**config.mk**
```make
export PLATFORM = sky130hd
export DESIGN_NAME = fsl_chain_latch
export DESIGN_NICKNAME = d
export VERILOG_FILES = /design/src/rtl/fsl_pkg.sv /design/src/rtl/fsl_sync.sv /design/src/rtl/fsl_edge.sv /design/src/rtl/fsl_shreg.sv /design/src/rtl/fsl_ctrl.sv /design/src/rtl/fsl_chain_latch.sv
export SDC_FILE = /design/constraint.sdc
export NUM_CORES = 1
export LEC_CHECK = 0
export BUFFER_PORTS_ARGS = -buffer_cell sky130_fd_sc_hd__buf_2
export CORE_MARGIN = 4
export CORE_UTILIZATION = 47
export CTS_CLUSTER_DIAMETER = 40
export DETAILED_ROUTE_END_ITERATION = 8
export PLACE_DENSITY_LB_ADDON = 0.15
export SLEW_MARGIN = 20
export SYNTH_ARGS = -nofsm -noshare
export SYNTH_HDL_FRONTEND = slang
export SYNTH_SLANG_ARGS = --single-unit
```
**constraint.sdc**
```tcl
create_clock -name clk -period 1.35 [get_ports clk]
set_clock_uncertainty 0.2 [all_clocks]
set_input_delay 0.135 -clock clk [delete_from_list [all_inputs] [get_ports clk]]
set_output_delay 0.135 -clock clk [all_outputs]
set_load 0.01 [all_outputs]
```
**src/rtl/fsl_pkg.sv**
```systemverilog
package fsl_pkg;

    typedef enum logic [1:0] {
        ST_IDLE   = 2'd0,
        ST_SHIFT  = 2'd1,
        ST_COMMIT = 2'd2
    } fsl_state_e;

endpackage

```
**src/rtl/fsl_sync.sv**
```systemverilog
// Multi-stage level synchronizer, one flop chain per input signal.
module fsl_sync #(
    parameter int                N_SIG   = 3,
    parameter int                STAGES  = 2,
    parameter logic [N_SIG-1:0]  RST_VAL = '0
) (
    input  logic             clk,
    input  logic             rst_n,
    input  logic [N_SIG-1:0] raw,
    output logic [N_SIG-1:0] lvl
);
    localparam int LAST = STAGES - 1;

    generate
        for (genvar g = 0; g < N_SIG; g++) begin : g_sig
            logic [STAGES-1:0] pipe;
            always_ff @(posedge clk or negedge rst_n) begin
                if (!rst_n) begin
                    pipe <= {STAGES{RST_VAL[g]}};
                end else begin
                    pipe <= {pipe[STAGES-2:0], raw[g]};
                end
            end
            assign lvl[g] = pipe[LAST];
        end
    endgenerate

endmodule

```
**src/rtl/fsl_edge.sv**
```systemverilog
// Edge detector on an already synchronized level.
module fsl_edge #(
    parameter logic RST_VAL = 1'b0
) (
    input  logic clk,
    input  logic rst_n,
    input  logic lvl,
    output logic rise,
    output logic fall
);
    logic prev;

    always_ff @(posedge clk or negedge rst_n) begin
        if (!rst_n) begin
            prev <= RST_VAL;
        end else begin
            prev <= lvl;
        end
    end

    assign rise = lvl & ~prev;
    assign fall = ~lvl & prev;

endmodule

```
**src/rtl/fsl_shreg.sv**
```systemverilog
// Serial-in register; the MSB is presented on sout at each present strobe.
module fsl_shreg #(
    parameter int WIDTH = 8
) (
    input  logic             clk,
    input  logic             rst_n,
    input  logic             shift_en,
    input  logic             present_en,
    input  logic             sin,
    output logic [WIDTH-1:0] data,
    output logic             sout
);
    always_ff @(posedge clk or negedge rst_n) begin
        if (!rst_n) begin
            data <= '0;
        end else if (shift_en) begin
            data <= {data[WIDTH-2:0], sin};
        end
    end

    always_ff @(posedge clk or negedge rst_n) begin
        if (!rst_n) begin
            sout <= 1'b0;
        end else if (present_en) begin
            sout <= data[WIDTH-1];
        end
    end

endmodule

```
**src/rtl/fsl_ctrl.sv**
```systemverilog
// Frame controller: sequences idle, shifting and the one-cycle commit.
module fsl_ctrl
    import fsl_pkg::*;
#(
    parameter int WIDTH = 8
) (
    input  logic             clk,
    input  logic             rst_n,
    input  logic             frame_idle,
    input  logic [WIDTH-1:0] shreg,
    output fsl_state_e       state,
    output logic [WIDTH-1:0] latch
);
    fsl_state_e state_q;
    fsl_state_e state_d;

    always_ff @(posedge clk or negedge rst_n) begin
        if (!rst_n) begin
            state_q <= ST_IDLE;
        end else begin
            state_q <= state_d;
        end
    end

    always_comb begin
        state_d = state_q;
        unique case (state_q)
            ST_IDLE:   state_d = frame_idle ? ST_IDLE : ST_SHIFT;
            ST_SHIFT:  state_d = frame_idle ? ST_COMMIT : ST_SHIFT;
            ST_COMMIT: state_d = ST_IDLE;
            default:   state_d = ST_IDLE;
        endcase
    end

    always_ff @(posedge clk or negedge rst_n) begin
        if (!rst_n) begin
            latch <= '0;
        end else if (state_q == ST_COMMIT) begin
            latch <= shreg;
        end
    end

    assign state = state_q;

endmodule

```
**src/rtl/fsl_chain_latch.sv**
```systemverilog
module fsl_chain_latch
    import fsl_pkg::*;
#(
    parameter int WIDTH       = 8,
    parameter int SYNC_STAGES = 2
) (
    input  logic             clk,
    input  logic             rst_n,
    input  logic             sclk_in,
    input  logic             frame_n_in,
    input  logic             sdi,
    output logic             sdo,
    output logic [WIDTH-1:0] sw_en
);
    localparam int IDX_SCLK  = 0;
    localparam int IDX_FRAME = 1;
    localparam int IDX_DATA  = 2;
    localparam int N_IN      = 3;
    localparam logic [N_IN-1:0] IN_RST = 3'b010;

    logic [N_IN-1:0]  raw_in;
    logic [N_IN-1:0]  lvl;
    logic             sclk_rise;
    logic             sclk_fall;
    logic             frame_idle;
    logic             shift_en;
    logic             present_en;
    logic [WIDTH-1:0] shreg;
    fsl_state_e       state;

    assign raw_in = {sdi, frame_n_in, sclk_in};

    fsl_sync #(
        .N_SIG  (N_IN),
        .STAGES (SYNC_STAGES),
        .RST_VAL(IN_RST)
    ) u_sync (
        .clk  (clk),
        .rst_n(rst_n),
        .raw  (raw_in),
        .lvl  (lvl)
    );

    fsl_edge #(
        .RST_VAL(1'b0)
    ) u_sclk_edge (
        .clk  (clk),
        .rst_n(rst_n),
        .lvl  (lvl[IDX_SCLK]),
        .rise (sclk_rise),
        .fall (sclk_fall)
    );

    assign frame_idle = lvl[IDX_FRAME];
    assign shift_en   = sclk_fall & ~frame_idle;
    assign present_en = sclk_rise & ~frame_idle;

    fsl_shreg #(
        .WIDTH(WIDTH)
    ) u_shreg (
        .clk       (clk),
        .rst_n     (rst_n),
        .shift_en  (shift_en),
        .present_en(present_en),
        .sin       (lvl[IDX_DATA]),
        .data      (shreg),
        .sout      (sdo)
    );

    fsl_ctrl #(
        .WIDTH(WIDTH)
    ) u_ctrl (
        .clk       (clk),
        .rst_n     (rst_n),
        .frame_idle(frame_idle),
        .shreg     (shreg),
        .state     (state),
        .latch     (sw_en)
    );

endmodule

```
### Word level (Yosys, flattened, before mapping)

Index checks and enable logic that the tools add are counted.

* equal/unequal tests: 2
* multiplexer cells: 3
* bitwise logic cells: 7
* reductions and logical operators: 1

Operators by type and width (count)
* AND 1 bit: 4
* case mux 2 bit (2 select lines): 1
* inverter 1 bit: 3
* == test 2 x 1 -> 1 bit, second input constant: 1
* == test 2 bit, second input constant: 1
* zero test 2 bit: 1
* 2-to-1 mux 2 bit: 1
* 2-to-1 mux 1 bit: 1

* bits in registers: 26

### Depth between registers and ports, before layout

Gate-level depths: netlist of the first run.

* depth after elaboration: 3
* mapped depth: 3
* mapped depth without buffers: 2

### Hierarchy

From an unflattened synthesis of the first run, not the netlist that was laid out.

* cells, all modules: 56
* area total of the unflattened synthesis: 994.7 sq um

By module, submodules not included
* fsl_ctrl: instances 1, cells an instance 23, area each 399.1 sq um, sequential area each 250.2 sq um
* fsl_shreg: instances 1, cells an instance 19, area each 367.9 sq um, sequential area each 225.2 sq um
* fsl_sync: instances 1, cells an instance 9, area each 175.2 sq um, sequential area each 152.6 sq um
* fsl_edge: instances 1, cells an instance 3, area each 40.0 sq um, sequential area each 25.0 sq um
* fsl_chain_latch: instances 1, cells an instance 2, area each 12.5 sq um, sequential area each 0.0 sq um

### Worst setup path before layout of the first run

No wires, ideal clock.

* path type: flip-flop to flip-flop
* start: reg u_sync.g_sig[0].pipe[1]
* end: reg u_shreg.data[0]
* setup time: 0.125 ns
* data arrival time: 1.105 ns
* required time: 1.025 ns
* path slack: -0.080 ns
* stages on the path, launching flop included: 3
* buffers on the path: 0
* cells stage by stage: dfrtp_1 nor3b_4 mux2_2

* longest elaborated chain between the ends: 3

Ends and longest elaborated chain
* from (decl): line fsl_sync.sv:16 `logic [STAGES-1:0] pipe;`
* from (signal assigned): line fsl_sync.sv:19 `pipe <= {STAGES{RST_VAL[g]}};`
* from (signal assigned): line fsl_sync.sv:21 `pipe <= {pipe[STAGES-2:0], raw[g]};`
* inverter 1 bit: line fsl_edge.sv:22 `assign fall = ~lvl & prev;`
* AND 1 bit: line fsl_edge.sv:22
* AND 1 bit: line fsl_chain_latch.sv:55 `assign shift_en = sclk_fall & ~frame_idle;`
* to (signal assigned): line fsl_shreg.sv:17 `data <= {data[WIDTH-2:0], sin};`
* to (decl): line fsl_shreg.sv:10 `output logic [WIDTH-1:0] data,`

No other way between the ends.
A chain may end at the register's enable or synchronous reset.

### Final worst setup path of the first run

* start: reg u_sync.g_sig[0].pipe[1]
* end: reg u_shreg.data[7]

The elaborated chain is that of the path after synthesis.

==> results of run 1 <==
## registers in the layout, indices dropped and copies added, names as in the netlist
name,count
u_sclk_edge.prev,1
u_shreg.data,8
u_ctrl.latch,8
u_sync.g_sig.pipe,6
u_ctrl.state,2
u_shreg.sout,1
## worst min-delay path by stage
stage,start,to,slack [ns],cells past startpoint
final,rst_n,u_ctrl.latch[2]$_DFFE_PN0N_,0.15,2
after global routing,rst_n,u_ctrl.latch[0]$_DFFE_PN0N_,0.17,2
after CTS,rst_n,u_shreg.sout$_DFFE_PN0P_,0.13,2
after detailed placement,rst_n,u_ctrl.latch[0]$_DFFE_PN0N_,-0.05,1
after global placement,rst_n,u_ctrl.latch[2]$_DFFE_PN0N_,-0.05,1
after floorplan,rst_n,u_ctrl.latch[0]$_DFFE_PN0N_,-0.36,0
## power by group through the flow
| stage | combinational (mW) | clock [mW] | sequential (mW) |
|---|---|---|---|
| after global placement | 0.404 | 0 | 1.12 |
| after floorplan | 0.196 | 0 | 1.16 |
| after global routing | 0.473 | 0.428 | 1.15 |
| after detailed placement | 0.408 | 0 | 1.13 |
| after CTS | 0.422 | 0.394 | 1.11 |
| final | 0.434 | 0.374 | 1.11 |
## area by class of cell
cell class                 instances  area share [%]
sequential                        26            57.9
multi-input combinational         22            22.2
clock buffer                       4            3.22
timing repair buffer              23            14.0
tap                               25            2.77
## what timing repair did
item	4_1_cts	5_1_grt
endpoints found under the hold margin	29	0
cloned	0	0
setup buffers	0	1
gates resized for setup	2	3
setup endpoints to repair	9	12
hold buffers	4	0
## kinds of logic after synthesis
group	share of synthesized area [%]
AND/OR/NAND/NOR	5.17
flip-flops	72.9
buffers and inverters	0.558
multiplexers	21.4
## worst max-delay path: stages, from the launching register on
cell and delay [ns]:
dfrtp_1 0.43, nor3b_4 0.21, buf_6 0.16, mux2_2 0.33
## metrics by stage
stage / hold WS [ns] / total power [mW]
floorplan: -0.361 / 1.35
finish: 0.146 / 1.92
detailed placement: -0.0474 / 1.54
global placement: -0.0469 / 1.53
CTS: 0.127 / 1.93
global route: 0.170 / 2.05
## metal layers
| metal | global-route usage, % | vias to the layer above | share of wire [%] |
|---|---|---|---|
| met5 | 0 | - | 0 |
| met3 | 6.30 | 2 | 6.2 |
| met1 | 15.0 | 240 | 46 |
| met2 | 17.4 | 12 | 47 |
| met4 | 3.93 | 0 | 0.90 |
| li1 | - | 220 | - |
## Yosys cell counts
cell,instances,area [um2]
nand2b_1,1,6.26
mux2_2,17,191
and3b_2,1,10.0
dfstp_2,2,52.6
nor2_1,1,3.75
dfrtp_1,24,601
buf_2,1,5.00
nor3b_4,1,18.8
nor3b_1,1,7.51
==> PnR_summary.wiki, run 1 <==
{| class="wikitable"
! Metric !! Value
|-
| Outcome || finished with violations
|-
| Failing checks || negative setup slack
|-
| Switching part of the total || approximately 26%
|-
| Core Area || 1760 um2
|-
| Global route total overflow || 0
|-
| Pin slew with the least headroom to its limit || 0.562 ns
|-
| Worst rel slew slack || 62.5%
|-
| ANT nets after route || 0
|-
| Routability congestion estimate || 0.706
|-
| Leakage power total || 0.551 nW
|-
| Number of cells produced by synthesis || 49
|-
| Count of max-cap constraint violations || 0
|-
| Detailed placement HPWL || approximately 890 um
|-
| Max Transition Viols Final || 0
|-
| Buffer cell driving the clock tree root || clkbuf_4
|-
| Maximum fanout along the worst path || 5
|-
| Starting Density || 50.8%
|-
| Mean post-synth cell area || 18.3 um2
|-
| CTS H-Tree Depth || 1
|-
| Number of vias after detailed routing || roughly 470
|-
| Vertical extent of the die || about 52 um
|-
| Final period demand of the worst path || about 1.4 ns
|-
| Number of clock sinks seen by CTS || 26
|-
| Type of the tightest min-delay check || input pin to async pin
|-
| First DRT Iteration DRCs || 1
|-
| Top-level port count || 14
|-
| Peak clock frequency supported by timing || 702 MHz
|-
| Design Area, Final || 1130 um2
|-
| Antenna fix cells || 0
|-
| DRC violations left || 0
|-
| Endpoints failing hold || 0
|-
| Critical path destination || u_shreg.data[7]$_DFFE_PN0P_
|-
| Overall fraction of global-route tracks in use || between 10% and 20%
|-
| Internal power || 1.42 mW
|-
| Crit Path Class || flip-flop to flip-flop
|-
| Worst R2R Path Depth || 3
|-
| Setup-violating endpoint count in the final report || 8
|-
| Startpoint of the most critical setup path || u_sync.g_sig[0].pipe[1]$_DFF_PN0_
|-
| Number of buffers created by CTS || 3
|-
| Data required time of the worst path || 1.36 ns
|-
| Final period util || 105%
|-
| Wire length per cell after detailed routing || 13.4 um
|-
| Final core utilization || 64.0%
|-
| Number of antenna violations at the first check in global routing || 0
|-
| Count of unique library cells instantiated by Yosys || 9
|-
| Switching power summed over all nets || 0.497 mW
|-
| Via count of the first global-routing pass || ~500
|-
| Buffers added on ports || 13
|-
| Synthesis-to-layout area growth || 26.0%
|-
| Die area || 2670 um2
|-
| # nets final || a little over 80
|-
| Share of power burned in registers || 57.9%
|-
| Clock-pin slew of the registers on the worst-case setup and hold paths || 0.13 ns
|-
| Max Root-Sink Buffers || 2
|-
| Final-layout setup total negative slack || -0.469 ns
|-
| PwrDens || 1700 nW/um2
|-
| CTS tree || done
|-
| Pre-CTS setup slack || -0.0536 ns
|-
| Most common cell after layout, fill and taps aside || dfrtp_1
|-
| Area taken by flip-flops and latches || 653 um2
|-
| CP startpoint kind || flip-flop
|-
| Syn Std Cell Area || 896 um2
|-
| Yosys reg bits || 26
|-
| Post-placement cell area || 1020 um2
|-
| Startpoint of the worst-slack reg-to-reg timing path || u_sync.g_sig[0].pipe[1]$_DFF_PN0_
|-
| Setup repair after global routing missed its margin || yes
|-
| Number of cell rows || 15
|-
| Pin count of the biggest net entering global routing || 27
|-
| Post-layout worst setup margin || -0.0742 ns
|-
| WL final || 1340 um
|-
| Proportion of layout cells with a drive suffix above 1 || 60.0%
|-
| Avg Vias per Cell || about 4.7
|-
| Synthesized netlist net count || 54
|-
| Combinational share of power || 22.6%
|-
| Reg-to-reg critical path endpoint || u_shreg.data[7]$_DFFE_PN0P_
|-
| Critical path data arrival time || 1.43 ns
|-
| Chip Width || 51.7 um
|-
| Commonest non-fill, non-tap cells in the layout || dfrtp_1 (24), mux2_2 (15), buf_2 (13), dlygate4sd3_1 (4), buf_4 (4)
|-
| VDD IR max || 1.27 mV
|-
| Clock share of power || between 15 and 20%
|-
| Area of the multi-input gates || 250 um2
|-
| Critical path endpoint category || flip-flop
|-
| First drt pass iteration count || 2
|-
| Sequential-to-total area share from yosys stat || between 70% and 80%
|-
| Dpl cells || around 90
|-
| First-pass GRT wire length || 2250 um
|-
| Fill cells || 152
|-
| Clk_lat worst skew || around 0.31 ns
|-
| Setup slack, reg-to-reg || -0.07 ns
|-
| YS warnings || 0
|-
| Non-Filler Instances || 100
|}
Note: power is estimated with default switching activity, not from simulation.
==> run 2: changes to the inputs <==
--- a/config.mk
+++ b/config.mk
@@ -7,7 +7,7 @@
 export LEC_CHECK = 0
 export BUFFER_PORTS_ARGS = -buffer_cell sky130_fd_sc_hd__buf_2
 export CORE_MARGIN = 4
-export CORE_UTILIZATION = 47
+export CORE_UTILIZATION = 56
 export CTS_CLUSTER_DIAMETER = 40
 export DETAILED_ROUTE_END_ITERATION = 8
 export PLACE_DENSITY_LB_ADDON = 0.15
==> constraint.sdc (replaced) <==
create_clock -name clk -period 1.8 [get_ports clk]
set_clock_uncertainty 0.2 [all_clocks]
set_input_delay 0.18 -clock clk [delete_from_list [all_inputs] [get_ports clk]]
set_output_delay 0.18 -clock clk [all_outputs]
set_load 0.01 [all_outputs]
==> PnR_summary.wiki, run 2 (synthesized netlist as in run 1, its figures left out) <==
{| class="wikitable"
! Metric !! Value
|-
| Hold Worst Slack || 0.167 ns (+0.0204 ns)
|-
| Number of antenna violations at the first check in global routing || 0 (unchanged)
|-
| Most common cell after layout, fill and taps aside || dfrtp_1
|-
| Buffers added on ports || 13 (unchanged)
|-
| Wire length per cell after detailed routing || 13.9 um (+3.9%)
|-
| PwrDens || 1410 nW/um2 (-17%)
|-
| Post-layout worst setup margin || 0.271 ns (+0.345 ns)
|-
| Setup slack, reg-to-reg || 0.27 ns (+0.35 ns)
|-
| Peak clock frequency supported by timing || 654 MHz (-6.9%)
|-
| Worst rel slew slack || 64.1% (+1.6 points)
|-
| Max Root-Sink Buffers || 2 (unchanged)
|-
| Crit Path Class || flip-flop to flip-flop
|-
| Count of cell instances traversed by the critical path || 2 (-1)
|-
| Via count of the first global-routing pass || 428 (-12%)
|-
| Clock share of power || 25.1% (+5.6 points)
|-
| Pin count of the biggest net entering global routing || 27 (unchanged)
|-
| Endpoints failing hold || 0 (unchanged)
|-
| Antenna fix cells || 0 (unchanged)
|-
| Worst R2R Path Depth || 2 (-1)
|-
| Final period demand of the worst path || 1.53 ns (+0.105 ns)
|-
| Critical Path, Cell by Cell || nor3b_4, mux2_2
|-
| Critical path data arrival time || 1.53 ns (+0.10 ns)
|-
| CTS tree || done
|-
| CP startpoint kind || flip-flop
|-
| Number of clock sinks seen by CTS || 26 (unchanged)
|-
| Buf+Inv Stages, Crit Path || 0 (-1)
|-
| Reg-to-reg critical path endpoint || u_shreg.data[2]$_DFFE_PN0P_
|-
| Global route total overflow || 0 (unchanged)
|-
| Final period util || 85.0% (-21 points)
|-
| Internal power || 1.15 mW (-19%)
|-
| First drt pass iteration count || 1 (-1)
|-
| DRC violations left || 0 (unchanged)
|-
| Commonest non-fill, non-tap cells in the layout || dfrtp_1 (24), mux2_2 (17), buf_2 (13), dlygate4sd3_1 (4), clkbuf_4 (3)
|-
| Setup fix buffers added after clock tree synthesis || 0 (unchanged)
|-
| Clock-pin slew of the registers on the worst-case setup and hold paths || 0.13 ns (about the same)
|-
| # nets final || 75 (-7.4%)
|-
| Clk_lat worst skew || 0.30 ns (about the same)
|-
| Number of buffers created by CTS || 3 (unchanged)
|-
| Critical path destination || u_shreg.data[2]$_DFFE_PN0P_
|-
| Avg Vias per Cell || 5.04 (+6.2%)
|-
| Startpoint of the most critical setup path || u_sync.g_sig[0].pipe[1]$_DFF_PN0_
|-
| Fill cells || 110 (-28%)
|-
| Registers with the most flip-flops || u_ctrl.latch (8), u_shreg.data (8), u_sync.g_sig.pipe (6)
|-
| Core Area || 1510 um2 (-15%)
|-
| Number of cell rows || 14 (-1)
|-
| Buffer cell driving the clock tree root || clkbuf_4
|-
| Maximum fanout along the worst path || 8 (+3)
|-
| Vertical extent of the die || 48.0 um (-7.1%)
|-
| Starting Density || 59.5% (+8.7 points)
|-
| Routability congestion estimate || 0.667 (-5.6%)
|-
| Proportion of layout cells with a drive suffix above 1 || 55.1% (-4.9 points)
|-
| Top-level port count || 14 (unchanged)
|-
| Data required time of the worst path || 1.80 ns (+0.44 ns)
|-
| Max Transition Viols Final || 0 (unchanged)
|-
| First-pass GRT wire length || 1920 um (-15%)
|-
| First DRT Iteration DRCs || 0 (-1)
|-
| Family of cells with the greatest summed delay on the critical path || flip-flops
|-
| Pin slew with the least headroom to its limit || 0.538 ns (-0.0240 ns)
|-
| Startpoint of the worst-slack reg-to-reg timing path || u_sync.g_sig[0].pipe[1]$_DFF_PN0_
|-
| VDD IR max || 0.824 mV (-35%)
|-
| Switching part of the total || 23.8% (-2.1 points)
|-
| Switching power summed over all nets || 0.358 mW (-28%)
|-
| Overall fraction of global-route tracks in use || 12.5% (+0.69 points)
|-
| ANT nets after route || 0 (unchanged)
|-
| CTS H-Tree Depth || 1 (unchanged)
|-
| Worst-path cell with the longest stage delay || dfrtp_1
|-
| Pre-CTS setup slack || 0.268 ns (+0.322 ns)
|-
| Leakage power total || 0.520 nW (-5.6%)
|-
| Final-layout setup total negative slack || 0 ns (+0.469 ns)
|-
| Outcome || completed
|-
| Combinational share of power || 19.7% (-2.9 points)
|-
| Maximum single-stage delay on the critical path || 0.44 ns (about the same)
|-
| Share of power burned in registers || 55.1% (-2.8 points)
|-
| Number of vias after detailed routing || 428 (-9.7%)
|-
| Type of the tightest min-delay check || flip-flop to flip-flop
|-
| Setup-violating endpoint count in the final report || 0 (-8)
|-
| Count of max-cap constraint violations || 0 (unchanged)
|-
| Synthesis-to-layout area growth || 19.3%
|-
| Detailed placement HPWL || 787 um (-12%)
|-
| Setup repair after global routing missed its margin || no
|-
| WL final || 1180 um (-12%)
|-
| Die area || 2300 um2 (-14%)
|-
| Critical path endpoint category || flip-flop
|-
| Chip Width || 48.0 um (-7.1%)
|}
-- run 2: cell types whose count changed in the layout (fill, tap and decap cells not counted), moves of 2 or more --
cell    delta
buf_4      -4
buf_6      -2
mux2_2     +2
mux2_4     -2
-- run 2: timing repair --
item | 4_1_cts | 5_1_grt
gates resized for setup | 0 | 0
hold endpoints to repair | 27 | 0
endpoints found under the setup margin | 0 | 0
hold buffers | 4 | 0
-- run 2: per-stage QoR --
| stage | util [%] | total power, mW | cells | area (um2) |
|---|---|---|---|---|
| global route | 70.9 | 1.62 | 85 | 1070 |
| global placement | 64.8 | 1.13 | 77 | 976 |
| CTS | 70.9 | 1.53 | 85 | 1070 |
| finish | 70.9 | 1.51 | 85 | 1070 |
| floorplan | - | 1.02 | 49 | 896 |
| detailed placement | 64.8 | 1.14 | 77 | 976 |
-- run 2: layer usage --
metal	track usage, %	wire (um)
met5	0	0
met1	15.5	522
met3	3.38	45
met4	3.23	7
met2	21.6	607
-- run 2: cell type report --
type                    instances  area, um2  area share [%]
flip-flops and latches         26        653            61.1
multi-input cells              22        238            22.2
repair buffers                 17        105            9.84
clock inverters                 1       30.0            2.81
clock buffers                   3       22.5            2.11
well taps                      16       20.0            1.87
-- run 2: power by group through the flow --
stage | logic, mW | registers (mW) | clock network, mW
after floorplan | 0.147 | 0.868 | 0
after global placement | 0.293 | 0.840 | 0
after detailed placement | 0.297 | 0.844 | 0
after CTS | 0.304 | 0.832 | 0.390
after global routing | 0.336 | 0.856 | 0.425
final | 0.297 | 0.830 | 0.379
-- run 2: how the worst min path moves through the flow --
stage,from,endpoint,slack (ns),cells after the start
after detailed placement,rst_n,u_shreg.sout$_DFFE_PN0P_,-0.005,1
after global placement,rst_n,u_ctrl.state[1]$_DFF_PN0_,-0.01,1
final,u_sync.g_sig[1].pipe[0]$_DFF_PN1_,u_sync.g_sig[1].pipe[1]$_DFF_PN1_,0.17,0
after floorplan,rst_n,u_ctrl.latch[0]$_DFFE_PN0N_,-0.32,0
after CTS,u_sync.g_sig[1].pipe[0]$_DFF_PN1_,u_sync.g_sig[1].pipe[1]$_DFF_PN1_,0.17,0
after global routing,rst_n,u_ctrl.state[0]$_DFF_PN0_,0.18,2
-- run 2: worst register-to-register path: cells and delay by family, from the launching register on --
family / cells / cell delay (ns)
mux: 1 / 0.38
simple gates: 1 / 0.40
flops: 1 / 0.44
